### src/rtl/bstrobe_pkg.sv
package bstrobe_pkg;

  // states per machine cycle and the states that carry strobe activity
  localparam int unsigned NUM_STATES   = 6;
  localparam int unsigned ALE_STATE_A  = 1;
  localparam int unsigned ALE_STATE_B  = 4;
  localparam int unsigned RD_A_FIRST   = 3;
  localparam int unsigned RD_A_LAST    = 4;
  localparam int unsigned RD_B_STATE   = NUM_STATES;
  localparam int unsigned RD_TAIL_ST   = 1;

  typedef struct packed {
    logic ext_exec;
    logic xdata;
    logic table_rd;
    logic ale_off;
  } cyc_ctl_t;

  // clock index of the last phase of a state (states are 1-based)
  function automatic int unsigned last_phase_idx(input int unsigned st,
                                                 input int unsigned ph);
    return st * ph - 1;
  endfunction

  // true when idx lies within states first..last inclusive
  function automatic logic in_states(input int unsigned idx,
                                     input int unsigned first,
                                     input int unsigned last,
                                     input int unsigned ph);
    return (idx >= (first - 1) * ph) && (idx <= last * ph - 1);
  endfunction

endpackage

### src/rtl/mc_phase_counter.sv
module mc_phase_counter #(
  parameter int unsigned CYC_LEN = 12,
  localparam int unsigned CW = $clog2(CYC_LEN)
) (
  input  logic          clk,
  input  logic          rst,
  output logic [CW-1:0] idx_o,
  output logic          load_o
);

  localparam logic [CW-1:0] LAST = CW'(CYC_LEN - 1);

  logic [CW-1:0] cnt_q;
  logic          at_last;

  assign at_last = (cnt_q == LAST);
  // the edge that enters clock 0 of a cycle: reset or wrap
  assign load_o  = rst | at_last;
  assign idx_o   = cnt_q;

  always_ff @(posedge clk) begin
    if (rst)          cnt_q <= '0;
    else if (at_last) cnt_q <= '0;
    else              cnt_q <= cnt_q + CW'(1);
  end

endmodule

### src/rtl/cycle_ctl_reg.sv
module cycle_ctl_reg
  import bstrobe_pkg::*;
(
  input  logic     clk,
  input  logic     rst,
  input  logic     load_i,
  input  cyc_ctl_t ctl_i,
  input  logic     rd_en_i,
  output cyc_ctl_t ctl_o,
  output logic     rd_tail_o
);

  cyc_ctl_t ctl_q;
  logic     tail_q;

  always_ff @(posedge clk) begin
    if (load_i) ctl_q <= ctl_i;
  end

  // a read pulse opened in state 6 spills into state 1 of the next cycle
  always_ff @(posedge clk) begin
    if (rst)         tail_q <= 1'b0;
    else if (load_i) tail_q <= rd_en_i;
  end

  assign ctl_o     = ctl_q;
  assign rd_tail_o = tail_q;

endmodule

### src/rtl/strobe_decode.sv
module strobe_decode
  import bstrobe_pkg::*;
#(
  parameter int unsigned PH = 2,
  localparam int unsigned CW = $clog2(NUM_STATES * PH)
) (
  input  logic [CW-1:0] idx_i,
  input  cyc_ctl_t      ctl_i,
  input  logic          rd_tail_i,
  output logic          rd_en_o,
  output logic          ale_o,
  output logic          rd_n_o
);

  localparam int unsigned SLOT_A = last_phase_idx(ALE_STATE_A, PH);
  localparam int unsigned SLOT_B = last_phase_idx(ALE_STATE_B, PH);

  logic at_slot_a, at_slot_b;
  logic free_run, pulse_a_ok, pulse_b_ok;
  logic win_a, win_b_head, win_b_tail;

  assign at_slot_a = (int'(idx_i) == SLOT_A);
  assign at_slot_b = (int'(idx_i) == SLOT_B);

  // the latch-off bit only matters while executing internally
  assign free_run   = ctl_i.ext_exec | ~ctl_i.ale_off;
  assign pulse_a_ok = ~ctl_i.xdata & (free_run | ctl_i.table_rd);
  assign pulse_b_ok = free_run | ctl_i.xdata | ctl_i.table_rd;

  assign ale_o = (at_slot_a & pulse_a_ok) | (at_slot_b & pulse_b_ok);

  assign win_a      = in_states(int'(idx_i), RD_A_FIRST, RD_A_LAST, PH);
  assign win_b_head = in_states(int'(idx_i), RD_B_STATE, RD_B_STATE, PH);
  assign win_b_tail = in_states(int'(idx_i), RD_TAIL_ST, RD_TAIL_ST, PH);

  assign rd_en_o = ctl_i.ext_exec & ~ctl_i.xdata;
  assign rd_n_o  = ~((rd_en_o & (win_a | win_b_head)) | (rd_tail_i & win_b_tail));

endmodule

### src/rtl/bus_strobe_gen.sv
module bus_strobe_gen
  import bstrobe_pkg::*;
#(
  parameter int unsigned PH = 2
) (
  input  logic osc_clk,
  input  logic rst,
  input  logic ext_exec,
  input  logic xdata_cycle,
  input  logic table_read_cycle,
  input  logic latch_off,
  output logic addr_latch,
  output logic prog_rd_n
);

  localparam int unsigned CYC_LEN = NUM_STATES * PH;
  localparam int unsigned CW      = $clog2(CYC_LEN);

  logic [CW-1:0] cyc_idx;
  logic          cyc_load;
  logic          rd_en;
  logic          rd_tail;
  cyc_ctl_t      ctl_in;
  cyc_ctl_t      ctl_q;

  // named views of the held cycle flags
  logic cur_ext_exec, cur_xdata, cur_table_rd, cur_ale_off;

  assign ctl_in = '{ext_exec: ext_exec, xdata: xdata_cycle,
                    table_rd: table_read_cycle, ale_off: latch_off};

  assign cur_ext_exec = ctl_q.ext_exec;
  assign cur_xdata    = ctl_q.xdata;
  assign cur_table_rd = ctl_q.table_rd;
  assign cur_ale_off  = ctl_q.ale_off;

  mc_phase_counter #(.CYC_LEN(CYC_LEN)) u_cnt (
    .clk   (osc_clk),
    .rst   (rst),
    .idx_o (cyc_idx),
    .load_o(cyc_load)
  );

  cycle_ctl_reg u_ctl (
    .clk      (osc_clk),
    .rst      (rst),
    .load_i   (cyc_load),
    .ctl_i    (ctl_in),
    .rd_en_i  (rd_en),
    .ctl_o    (ctl_q),
    .rd_tail_o(rd_tail)
  );

  strobe_decode #(.PH(PH)) u_dec (
    .idx_i    (cyc_idx),
    .ctl_i    (ctl_q),
    .rd_tail_i(rd_tail),
    .rd_en_o  (rd_en),
    .ale_o    (addr_latch),
    .rd_n_o   (prog_rd_n)
  );

endmodule

### config.mk
export PLATFORM = sky130hd
export DESIGN_NAME = bus_strobe_gen
export DESIGN_NICKNAME = d
export VERILOG_FILES = /design/src/rtl/bstrobe_pkg.sv /design/src/rtl/mc_phase_counter.sv /design/src/rtl/cycle_ctl_reg.sv /design/src/rtl/strobe_decode.sv /design/src/rtl/bus_strobe_gen.sv
export SDC_FILE = /design/constraint.sdc
export NUM_CORES = 1
export LEC_CHECK = 0
export ABC_AREA = 1
export BUFFER_PORTS_ARGS = -buffer_cell sky130_fd_sc_hd__buf_2
export CORE_AREA = 2 2 39 41
export CTS_BUF_LIST = sky130_fd_sc_hd__clkbuf_8
export DETAILED_ROUTE_END_ITERATION = 7
export DIE_AREA = 0 0 41 43
export MAX_ROUTING_LAYER = met4
export PLACE_DENSITY = 0.54
export SLEW_MARGIN = 20
export SYNTH_ARGS = -nofsm -noshare
export SYNTH_HDL_FRONTEND = slang
export SYNTH_HIERARCHICAL = 1
export SYNTH_SLANG_ARGS = --single-unit
### constraint.sdc
create_clock -name osc_clk -period 1.77 [get_ports osc_clk]
set_clock_uncertainty 0.2 [all_clocks]
set_input_delay 0.2655 -clock osc_clk [delete_from_list [all_inputs] [get_ports osc_clk]]
set_output_delay 0.2655 -clock osc_clk [all_outputs]
set_load 0.005 [all_outputs]
==> key figures <==
Timing
  • Minimum period implied by the final worst setup slack: 1.59 ns
  • Slew Viols, Final: 0
  • Final setup violation count: 0
  • Worst slew pin tran: 0.231 ns
  • Achievable frequency: 629 MHz
  • Setup TNS: 0 ns
  • Rel. slew slack: 0.846
  • Final hold vios: 0
  • Worst setup margin: 0.179 ns
  • Fin crit share: 0.899
  • RSZ-0062 raised after global routing: no

Floorplan
  • Core Rows: 14
  • Initial Util: 0.317
  • Die height: 43 microns
  • Ports: 8
  • Die footprint: 1760 sq um
  • Core Area: 1380 sq um
  • Die Span X: 41 microns

Power and ir drop
  • Peak VDD IR: 0.457 mV
  • PwrDens: 953 nW/um^2
  • P_leak: 0.249 nW

Clock network
  • Setup bufs post-CTS: 0
  • TritonCTS clock tree: done
  • Clock Tree Buf Depth: 2
  • Post-CTS Resized: 0
  • Clock root buffer: clkbuf_8
  • Clk_lat worst skew: 0.22 ns
  • Num Clock Sinks: 9
  • Hold buffers post-CTS: 0
  • H-tree depth: 1
  • Clk slew on worst S/H paths: 0.04 ns
  • Cts bufs inserted: 3

Logic synthesis
  • Area leader, netlist: edfxtp_1
  • Synth Area in Simple Gates: 0.316
  • Synth Cell Area: 439 sq um
  • Count of cell types in the netlist: 16
  • Most common library cells after synthesis: nand2_1, inv_1, nor2_1, dfxtp_1
  • Sequential cell area fraction in the yosys report: 0.501
  • Post-synthesis adder-cell area fraction: 0.0285
  • Ys Warns: 6
  • Synth async-reset ratio: 0
  • Top cells by area, synth: edfxtp_1, dfxtp_1, nand2_1
  • Post-synth EDFFs: 4
  • Yosys reg bits: 9
  • Synth Area in XOR/XNOR: 0.0199
  • Post-synthesis mux area share: 0
  • Most numerous cell in the Yosys netlist: nand2_1
  • Synthesized area per cell: 8.13 sq um
  • Post-synthesis compound-gate area fraction: 0.0313
  • Syn Inst Count: 54
  • Main flop type after synthesis: dfxtp_1
  • Largest family of logic cells by synthesized area: simple AND/OR/NAND/NOR gates
  • Synth Net Count: 61
  • Top cell type's share of synthesized area: 0.274

Detailed routing
  • Drt via density: 4.00
  • ANT nets after route: 0
  • Number of remaining DRC errors: 0
  • Routed WL: 690 microns
  • Detailed Route Iter0 Violations: 0
  • WL/cell: 8.52 microns
  • TritonRoute pass-1 iters: 1
  • Via count: 324

Layout
  • Antenna cell count: 0
  • Final Util: 0.390
  • Layout cell share with drive strength beyond 1: 0.262
  • Area Growth Syn to Fin: 22.8%
  • Final Net Count: 73

Worst setup path
  • Origin of the critical flop-to-flop path: u_cnt/idx_o[1]$_SDFF_PP0_
  • Startpoint types: flip-flop
  • Worst EP required: 1.30 ns
  • Crit path max fanout: 6
  • Worst reg2reg setup slack: 0.40 ns
  • Kind of critical path: flip-flop to output port
  • Worst setup EP type: output port
  • Arr. time, crit path: 1.13 ns
  • Reg2reg end: u_ctl/ctl_o[1]$_DFFE_PP_
  • R2R depth: 3

Global route
  • Congestion Overflow GR: 0
  • Grt met3 use: 0.0157
  • Global routing usage on met2: 0.122
  • First-pass GRT wire length: 1.14 mm
  • Initial antenna violation count: 0
  • Number of global-route vias before repair: 291
  • Met1 Use GR: 0.137
  • Grt peak-use layer: met4
  • Gr usage total: 0.108
  • Largest net degree at the start of global routing: 11

Status
  • Status: finished, final reports clean

Min path
  • Hold depth: 1
  • Worst Hold Class: primary input to flip-flop
  • Min-delay src: latch_off
  • WHS Endpoint: u_ctl/ctl_o[0]$_DFFE_PP_

Placed design
  • Gpl congestion: 0.705
  • Post-DP HPWL: 540 microns
  • Port bufs: 7
  • Worst slack, placed: 0.393 ns

Flow run
  • Max-cap violations: 0
[registers in the layout, indices dropped and copies added, names as in the netlist]
signal and flops:
u_cnt/idx_o 4, u_ctl/ctl_o 4, u_ctl/rd_tail_o 1
[placed cells by master (no fill, tap or decap), types with 2 or more instances in the layout]
master | synthesis | routed
nand3_1 | 4 | 4
buf_2 | 0 | 7
inv_1 | 10 | 11
clkbuf_8 | 0 | 3
nand2_1 | 12 | 12
dfxtp_1 | 5 | 5
edfxtp_1 | 4 | 4
nor2_1 | 7 | 7
inv_2 | 2 | 2
nor2_2 | 2 | 2
[routing by layer]
metal | vias up | wire, microns
met1 | 130 | 351
met2 | 5 | 300
met4 | 0 | 27
met5 | - | 0
li1 | 187 | -
met3 | 2 | 11
[where the power goes]
group          total, mW  switching, mW  leakage (nW)  internal [mW]
Sequential         0.243         0.0120        0.0803          0.231
Clock              0.224         0.0735        0.0269          0.150
Combinational     0.0469         0.0257         0.141         0.0212
[metrics by stage]
stage / power [mW] / std cells / instance area (sq um) / hold WS, ns
3_3_place_gp: 0.294 / 77 / 494 / 0.244
3_5_place_dp: 0.294 / 77 / 494 / 0.244
4_1_cts: 0.522 / 81 / 539 / 0.00713
6_report: 0.514 / 81 / 539 / 0.0124
2_1_floorplan: 0.278 / 54 / 439 / 0.164
5_1_grt: 0.544 / 81 / 539 / 0.00646
[cell type report]
| type | count | area, sq um |
|---|---|---|
| fillers | 162 | 845 |
| flip-flops and latches | 9 | 220 |
| multi-input cells | 33 | 174 |
| inverters | 12 | 45.0 |
| clock buffers | 3 | 41.3 |
| repair buffers | 7 | 35.0 |
| well taps | 16 | 20.0 |
| clock inverters | 1 | 3.75 |
[kinds of logic (layout without fill, tap and decap cells)]
kind of cell               after synthesis  count (layout)
and+or+nand+nor                         29              29
xor gates and xnor gates                 1               1
DFF                                      9               9
buffers and inverters                   12              23
adders and majority gates                1               1
AOI/OAI and AO/OA                        2               2
[worst max-delay path: stages (launching register included)]
cell and delay (ns):
dfxtp_1 0.44, inv_1 0.09, nand3_1 0.07, nand2_1 0.06
a21oi_1 0.12, buf_2 0.12
[worst max path at each step]
stage | startpoint | to | slack (ns) | cells after the start
after global placement | u_cnt/idx_o[1]$_SDFF_PP0_ | u_ctl/ctl_o[1]$_DFFE_PP_ | 0.40 | 3
after CTS | u_cnt/idx_o[2]$_SDFF_PP0_ | prog_rd_n | 0.18 | 5
after detailed placement | u_cnt/idx_o[1]$_SDFF_PP0_ | u_ctl/ctl_o[1]$_DFFE_PP_ | 0.39 | 3
after floorplan | u_cnt/idx_o[1]$_SDFF_PP0_ | u_ctl/ctl_o[0]$_DFFE_PP_ | 0.45 | 3
final | u_cnt/idx_o[2]$_SDFF_PP0_ | prog_rd_n | 0.18 | 5
after global routing | u_cnt/idx_o[2]$_SDFF_PP0_ | prog_rd_n | 0.07 | 5
Power figures use the tool's default switching activity.
